$ cat src/rtl/rxc_pkg.sv
package rxc_pkg;
  typedef enum logic {ST_IDLE = 1'b0, ST_STREAM = 1'b1} rxc_state_e;
  typedef struct packed {
    logic rx_ok;
    logic rx_dma;
    logic buf_evt;
  } rxc_irq_t;
endpackage

$ cat src/rtl/rxc_gap_timer.sv
module rxc_gap_timer #(
  parameter int unsigned GAP_US = 52
) (
  input  logic clk_i,
  input  logic rst_ni,
  input  logic restart_i,
  input  logic tick_i,
  output logic expired_o
);
  localparam int unsigned CW = $clog2(GAP_US + 1);
  localparam logic [CW-1:0] LIMIT = CW'(GAP_US);

  logic [CW-1:0] cnt_q;

  // saturates at LIMIT so expiry stays visible until the next frame
  always_ff @(posedge clk_i or negedge rst_ni) begin
    if (!rst_ni)                     cnt_q <= '0;
    else if (restart_i)              cnt_q <= '0;
    else if (tick_i && cnt_q != LIMIT) cnt_q <= cnt_q + 1'b1;
  end

  assign expired_o = (cnt_q == LIMIT);
endmodule

$ cat src/rtl/rxc_mode_sel.sv
module rxc_mode_sel (
  input  logic dma_only_i,
  input  logic auto_sw_i,
  input  logic dma_need_i,
  input  logic dma_ie_i,
  input  logic rxok_ie_i,
  output logic dma_active_o,
  output logic pio_only_o,
  output logic irq_en_o
);
  always_comb begin
    pio_only_o   = !dma_only_i && !auto_sw_i;
    dma_active_o = dma_only_i || (auto_sw_i && dma_need_i);
    if (dma_only_i)     irq_en_o = dma_ie_i;
    else if (auto_sw_i) irq_en_o = dma_ie_i && rxok_ie_i;
    else                irq_en_o = rxok_ie_i;
  end
endmodule

$ cat src/rtl/rxc_stream_fsm.sv
module rxc_stream_fsm
  import rxc_pkg::*;
#(
  parameter int unsigned CNT_W = 8
) (
  input  logic             clk_i,
  input  logic             rst_ni,
  input  logic             frame_done_i,
  input  logic             frame_good_i,
  input  logic             dma_active_i,
  input  logic             gap_exp_i,
  input  logic             irq_en_i,
  output logic             streaming_o,
  output logic [CNT_W-1:0] absorbed_o,
  output rxc_irq_t         irq_o
);
  localparam logic [CNT_W-1:0] CNT_MAX = '1;

  rxc_state_e       state_q, state_d;
  logic [CNT_W-1:0] cnt_q, cnt_d, cnt_inc;
  rxc_irq_t         irq_q, irq_d;
  logic             end_burst;

  assign cnt_inc   = (cnt_q == CNT_MAX) ? cnt_q : cnt_q + 1'b1;
  assign end_burst = gap_exp_i || !dma_active_i || (frame_done_i && !frame_good_i);

  always_comb begin
    state_d = state_q;
    cnt_d   = cnt_q;
    irq_d   = '0;
    unique case (state_q)
      ST_IDLE: begin
        if (frame_done_i && frame_good_i) begin
          if (dma_active_i) begin
            state_d = ST_STREAM;
            cnt_d   = CNT_W'(1);
          end else begin
            irq_d.rx_ok = irq_en_i;
          end
        end
      end
      ST_STREAM: begin
        if (frame_done_i) cnt_d = cnt_inc;
        if (end_burst) begin
          state_d = ST_IDLE;
          irq_d   = '{rx_ok: irq_en_i, rx_dma: irq_en_i, buf_evt: irq_en_i};
        end
      end
      default: state_d = ST_IDLE;
    endcase
  end

  always_ff @(posedge clk_i or negedge rst_ni) begin
    if (!rst_ni) begin
      state_q <= ST_IDLE;
      cnt_q   <= '0;
      irq_q   <= '0;
    end else begin
      state_q <= state_d;
      cnt_q   <= cnt_d;
      irq_q   <= irq_d;
    end
  end

  assign streaming_o = (state_q == ST_STREAM);
  assign absorbed_o  = cnt_q;
  assign irq_o       = irq_q;
endmodule

$ cat src/rtl/rx_coalesce_ctrl.sv
module rx_coalesce_ctrl
  import rxc_pkg::*;
#(
  parameter int unsigned GAP_US = 52,
  parameter int unsigned ABS_W  = 8
) (
  input  logic             clk_i,
  input  logic             rst_ni,
  input  logic             tick_us_i,
  input  logic             frame_done_i,
  input  logic             len_ok_i,
  input  logic             crc_ok_i,
  input  logic             addr_ok_i,
  input  logic             cfg_dma_only_i,
  input  logic             cfg_auto_sw_i,
  input  logic             cfg_dma_ie_i,
  input  logic             cfg_rxok_ie_i,
  input  logic             dma_need_i,
  output logic             rx_ok_irq_o,
  output logic             rx_dma_irq_o,
  output logic             buf_evt_irq_o,
  output logic             deliver_dma_o,
  output logic             streaming_o,
  output logic [ABS_W-1:0] absorbed_cnt_o
);
  logic     frame_good, gap_exp, dma_active, pio_only, irq_en, deliver_q;
  rxc_irq_t irq;

  assign frame_good = len_ok_i && crc_ok_i && addr_ok_i;

  rxc_gap_timer #(.GAP_US(GAP_US)) u_gap (
    .clk_i     (clk_i),
    .rst_ni    (rst_ni),
    .restart_i (frame_done_i),
    .tick_i    (tick_us_i),
    .expired_o (gap_exp)
  );

  rxc_mode_sel u_mode (
    .dma_only_i   (cfg_dma_only_i),
    .auto_sw_i    (cfg_auto_sw_i),
    .dma_need_i   (dma_need_i),
    .dma_ie_i     (cfg_dma_ie_i),
    .rxok_ie_i    (cfg_rxok_ie_i),
    .dma_active_o (dma_active),
    .pio_only_o   (pio_only),
    .irq_en_o     (irq_en)
  );

  rxc_stream_fsm #(.CNT_W(ABS_W)) u_fsm (
    .clk_i        (clk_i),
    .rst_ni       (rst_ni),
    .frame_done_i (frame_done_i),
    .frame_good_i (frame_good),
    .dma_active_i (dma_active),
    .gap_exp_i    (gap_exp),
    .irq_en_i     (irq_en),
    .streaming_o  (streaming_o),
    .absorbed_o   (absorbed_cnt_o),
    .irq_o        (irq)
  );

  always_ff @(posedge clk_i or negedge rst_ni) begin
    if (!rst_ni) deliver_q <= 1'b0;
    else         deliver_q <= dma_active;
  end

  assign deliver_dma_o = deliver_q;
  assign rx_ok_irq_o   = irq.rx_ok;
  assign rx_dma_irq_o  = irq.rx_dma;
  assign buf_evt_irq_o = irq.buf_evt;
endmodule

$ cat config.mk
export PLATFORM = sky130hd
export DESIGN_NAME = rx_coalesce_ctrl
export DESIGN_NICKNAME = d
export VERILOG_FILES = /design/src/rtl/rxc_pkg.sv /design/src/rtl/rxc_gap_timer.sv /design/src/rtl/rxc_mode_sel.sv /design/src/rtl/rxc_stream_fsm.sv /design/src/rtl/rx_coalesce_ctrl.sv
export SDC_FILE = /design/constraint.sdc
export NUM_CORES = 1
export LEC_CHECK = 0
export ABC_AREA = 1
export CAP_MARGIN = 0
export CORE_UTILIZATION = 37
export DETAILED_ROUTE_END_ITERATION = 16
export PLACE_DENSITY_LB_ADDON = 0.12
export SLEW_MARGIN = 20
export SYNTH_ARGS = -nofsm -noshare
export SYNTH_HDL_FRONTEND = slang
export SYNTH_SLANG_ARGS = --single-unit
export TNS_END_PERCENT = 5
$ cat constraint.sdc
create_clock -name clk_i -period 3.26 [get_ports clk_i]
set_input_delay 0.815 -clock clk_i [delete_from_list [all_inputs] [get_ports clk_i]]
set_output_delay 0.815 -clock clk_i [all_outputs]
set_load 0.05 [all_outputs]
==> impl_metrics.toml <==
[outcome]
status = "complete, no violations"

[final_layout]
layout_commonest_cell = "nand2_1"
synthToLayoutAreaGrowth_pct = 27.3
drive_gt1_frac = 0.0595
diodes = 0
final_core_util = 0.503
finalNonFillerCells = 216
final_cell_mix = "nand2_1 (62), clkdlybuf4s50_1 (24), nor2_1 (18), dfrtp_1 (18), inv_1 (17)"
n_fill_cell = 289
fin_area_um2 = 1400
finalNetCount = 201

[power_and_ir_drop]
irDropWorstVdd_mv = 0.280
p_leak_nw = 0.687
p_per_area_nw_per_um2 = 339

[synthesis]
yosys.cell_types.count = 21
synth.largest_area_cell = "dfrtp_1"
synth_ff_type = "dfrtp_1"
netlist_area_um2 = 1100
synth.avg_cell_area_um2 = 6.91
yosysSeqAreaShare = 0.410
syn_nets = 174
yosysTopAreaCellShare = 0.410
ys_seq_elements = 18
synth-edff-count = 0
yosys_warnings = 0
async_flop_share = 1.00
synth_area_leaders = "dfrtp_1 (41%), nand2_1 (21%), nor2_1 (6.2%)"
synth_cells = 159

[sta]
drv_slew = 0
fmax_ghz = 0.395
setup_viol = 0
slew_headroom = 0.433
setup_tns_ns = 0
rsz0062_at_grt = "no"
finClkSkew_ns = 0.000423
min_period_ns = 2.53
finalHoldViolations = 0
min_period_over_period = 0.776
fin_hold_ws_ns = 0.540
worst_slew_pin_slew_ns = 0.848

[clock_tree]
numClockSinks = 18
cts_made_buffers = 3
clkTransAtPathRegs_ns = 0.11
cts_tree = "done"
cts_resized = 0
root_buffer = "clkbuf_4"
cts_hold_buf = 0
h-tree-depth = 1
post_cts_buffers = 0
clk_latency_ns = 0.29
cts_buffer_depth = 2

[detailed_routing]
antenna_left = 0
first_pass_iters = 4
drc = 0
routedWlPerCell_um = 10.6
via_per_inst = 4.75
wirelength_um = 2300
vias = 1027
drt_iter0_drc = 35

[placement]
gp_congestion = 0.831
dp.cells = 212
io_buffers = 24
dpl_cell_area_um2 = 1360
dp_hpwl_um = 1750

[global_route]
antenna_found_initial = 0
grt_overflow = 0
grt_max_degree = 19
grt_use_total = 0.159
grt_pass1_wl_um = 3950
first_global_vias = 940

[critical_path]
cp_max_fo = 10
crit_family = "buffers and inverters"
cpMaxStageDelayCell = "clkdlybuf4s50_1"
timing_worst_setup_path_type = "reg -> out"
cp_slowest_stage_delay_ns = 0.87
reg2regPathDepth = 7
worstPathRequired_ns = 2.44
endpoint_kind = "primary output"
worst_ep_arrival_time_ns = 1.71
path_cells = "clkdlybuf4s50_1"
cp_num_buf_inv = 1
cp-start-kind = "register"
cp.depth = 1

[die]
dieArea_um2 = 3190
die_w_um = 56.5
floorplan.initialDensity = 0.395
core_area_um2 = 2780
die_height_um = 56.5
boundaryPins = 25
fp-row-count = 19

[hold_path]
hp-class = "reg -> reg"
whs_path_depth = 2

[flow_run]
cap_violations = 0
[cell usage after synthesis, types with 2 or more instances]
cell and number:
nand2_1 62, dfrtp_1 18, nor2_1 18, inv_1 17
nand3_1 13, o21ai_0 7, nand4_1 4, ha_1 3
buf_4 2, inv_2 2, nand2_2 2, xor2_1 2
[flip-flops by register name, indices dropped and copies added, names as in the netlist]
name               flops
u_fsm.streaming_o      1
u_fsm.absorbed_o       8
u_gap.cnt_q            6
deliver_dma_o          1
u_fsm.irq_o            2
[kinds of logic after synthesis]
family | share of synthesized area
AND/OR/NAND/NOR | 0.404
buffers and inverters | 0.0786
flip-flops | 0.410
AO/OA/AOI/OAI | 0.0569
adder cells (fa/ha/maj) | 0.0342
XOR/XNOR | 0.0159
[area by class of cell]
type	instances	area [um2]	share of cell area
well taps	31	38.8	0.0277
inverters	19	71.3	0.0510
repair buffers	24	240	0.172
multi-input cells	120	562	0.402
clock buffers	4	36.3	0.0259
flip-flops and latches	18	450	0.322
[stage by stage]
stage	setup WS [ns]	power, mW
final	0.731	0.474
after global routing	0.666	0.499
after CTS	0.705	0.482
after detailed placement	1.04	0.340
after global placement	1.04	0.339
after floorplan	1.56	0.300
[per-layer routing]
layer,GRT usage,part of all wire,wire length [um],vias up
li1,-,-,-,553
met1,0.213,0.50,1140,448
met2,0.245,0.45,1030,24
met3,0.0276,0.045,103,2
met4,0.0836,0.010,23,0
met5,0,0,0,-
[where the power goes]
group | internal, mW | switching, mW | total (mW) | leakage (nW)
sequential | 0.232 | 0.0107 | 0.242 | 0.244
clock | 0.0680 | 0.0706 | 0.139 | 0.0210
combinational | 0.0344 | 0.0583 | 0.0927 | 0.421
[final timing paths]
check,end,slack (ns),start
setup / recovery,streaming_o,0.73,u_fsm.streaming_o
hold / removal,u_fsm.absorbed_o[1],0.54,u_fsm.absorbed_o[1]
setup reg to reg,u_gap.cnt_q[3],1.77,u_gap.cnt_q[0]
hold reg to reg,u_fsm.absorbed_o[1],0.54,u_fsm.absorbed_o[1]
max in group asynchronous,u_gap.cnt_q[1],1.74,rst_ni
min in group asynchronous,u_fsm.absorbed_o[5],1.00,rst_ni
Power figures use the tool's default switching activity.
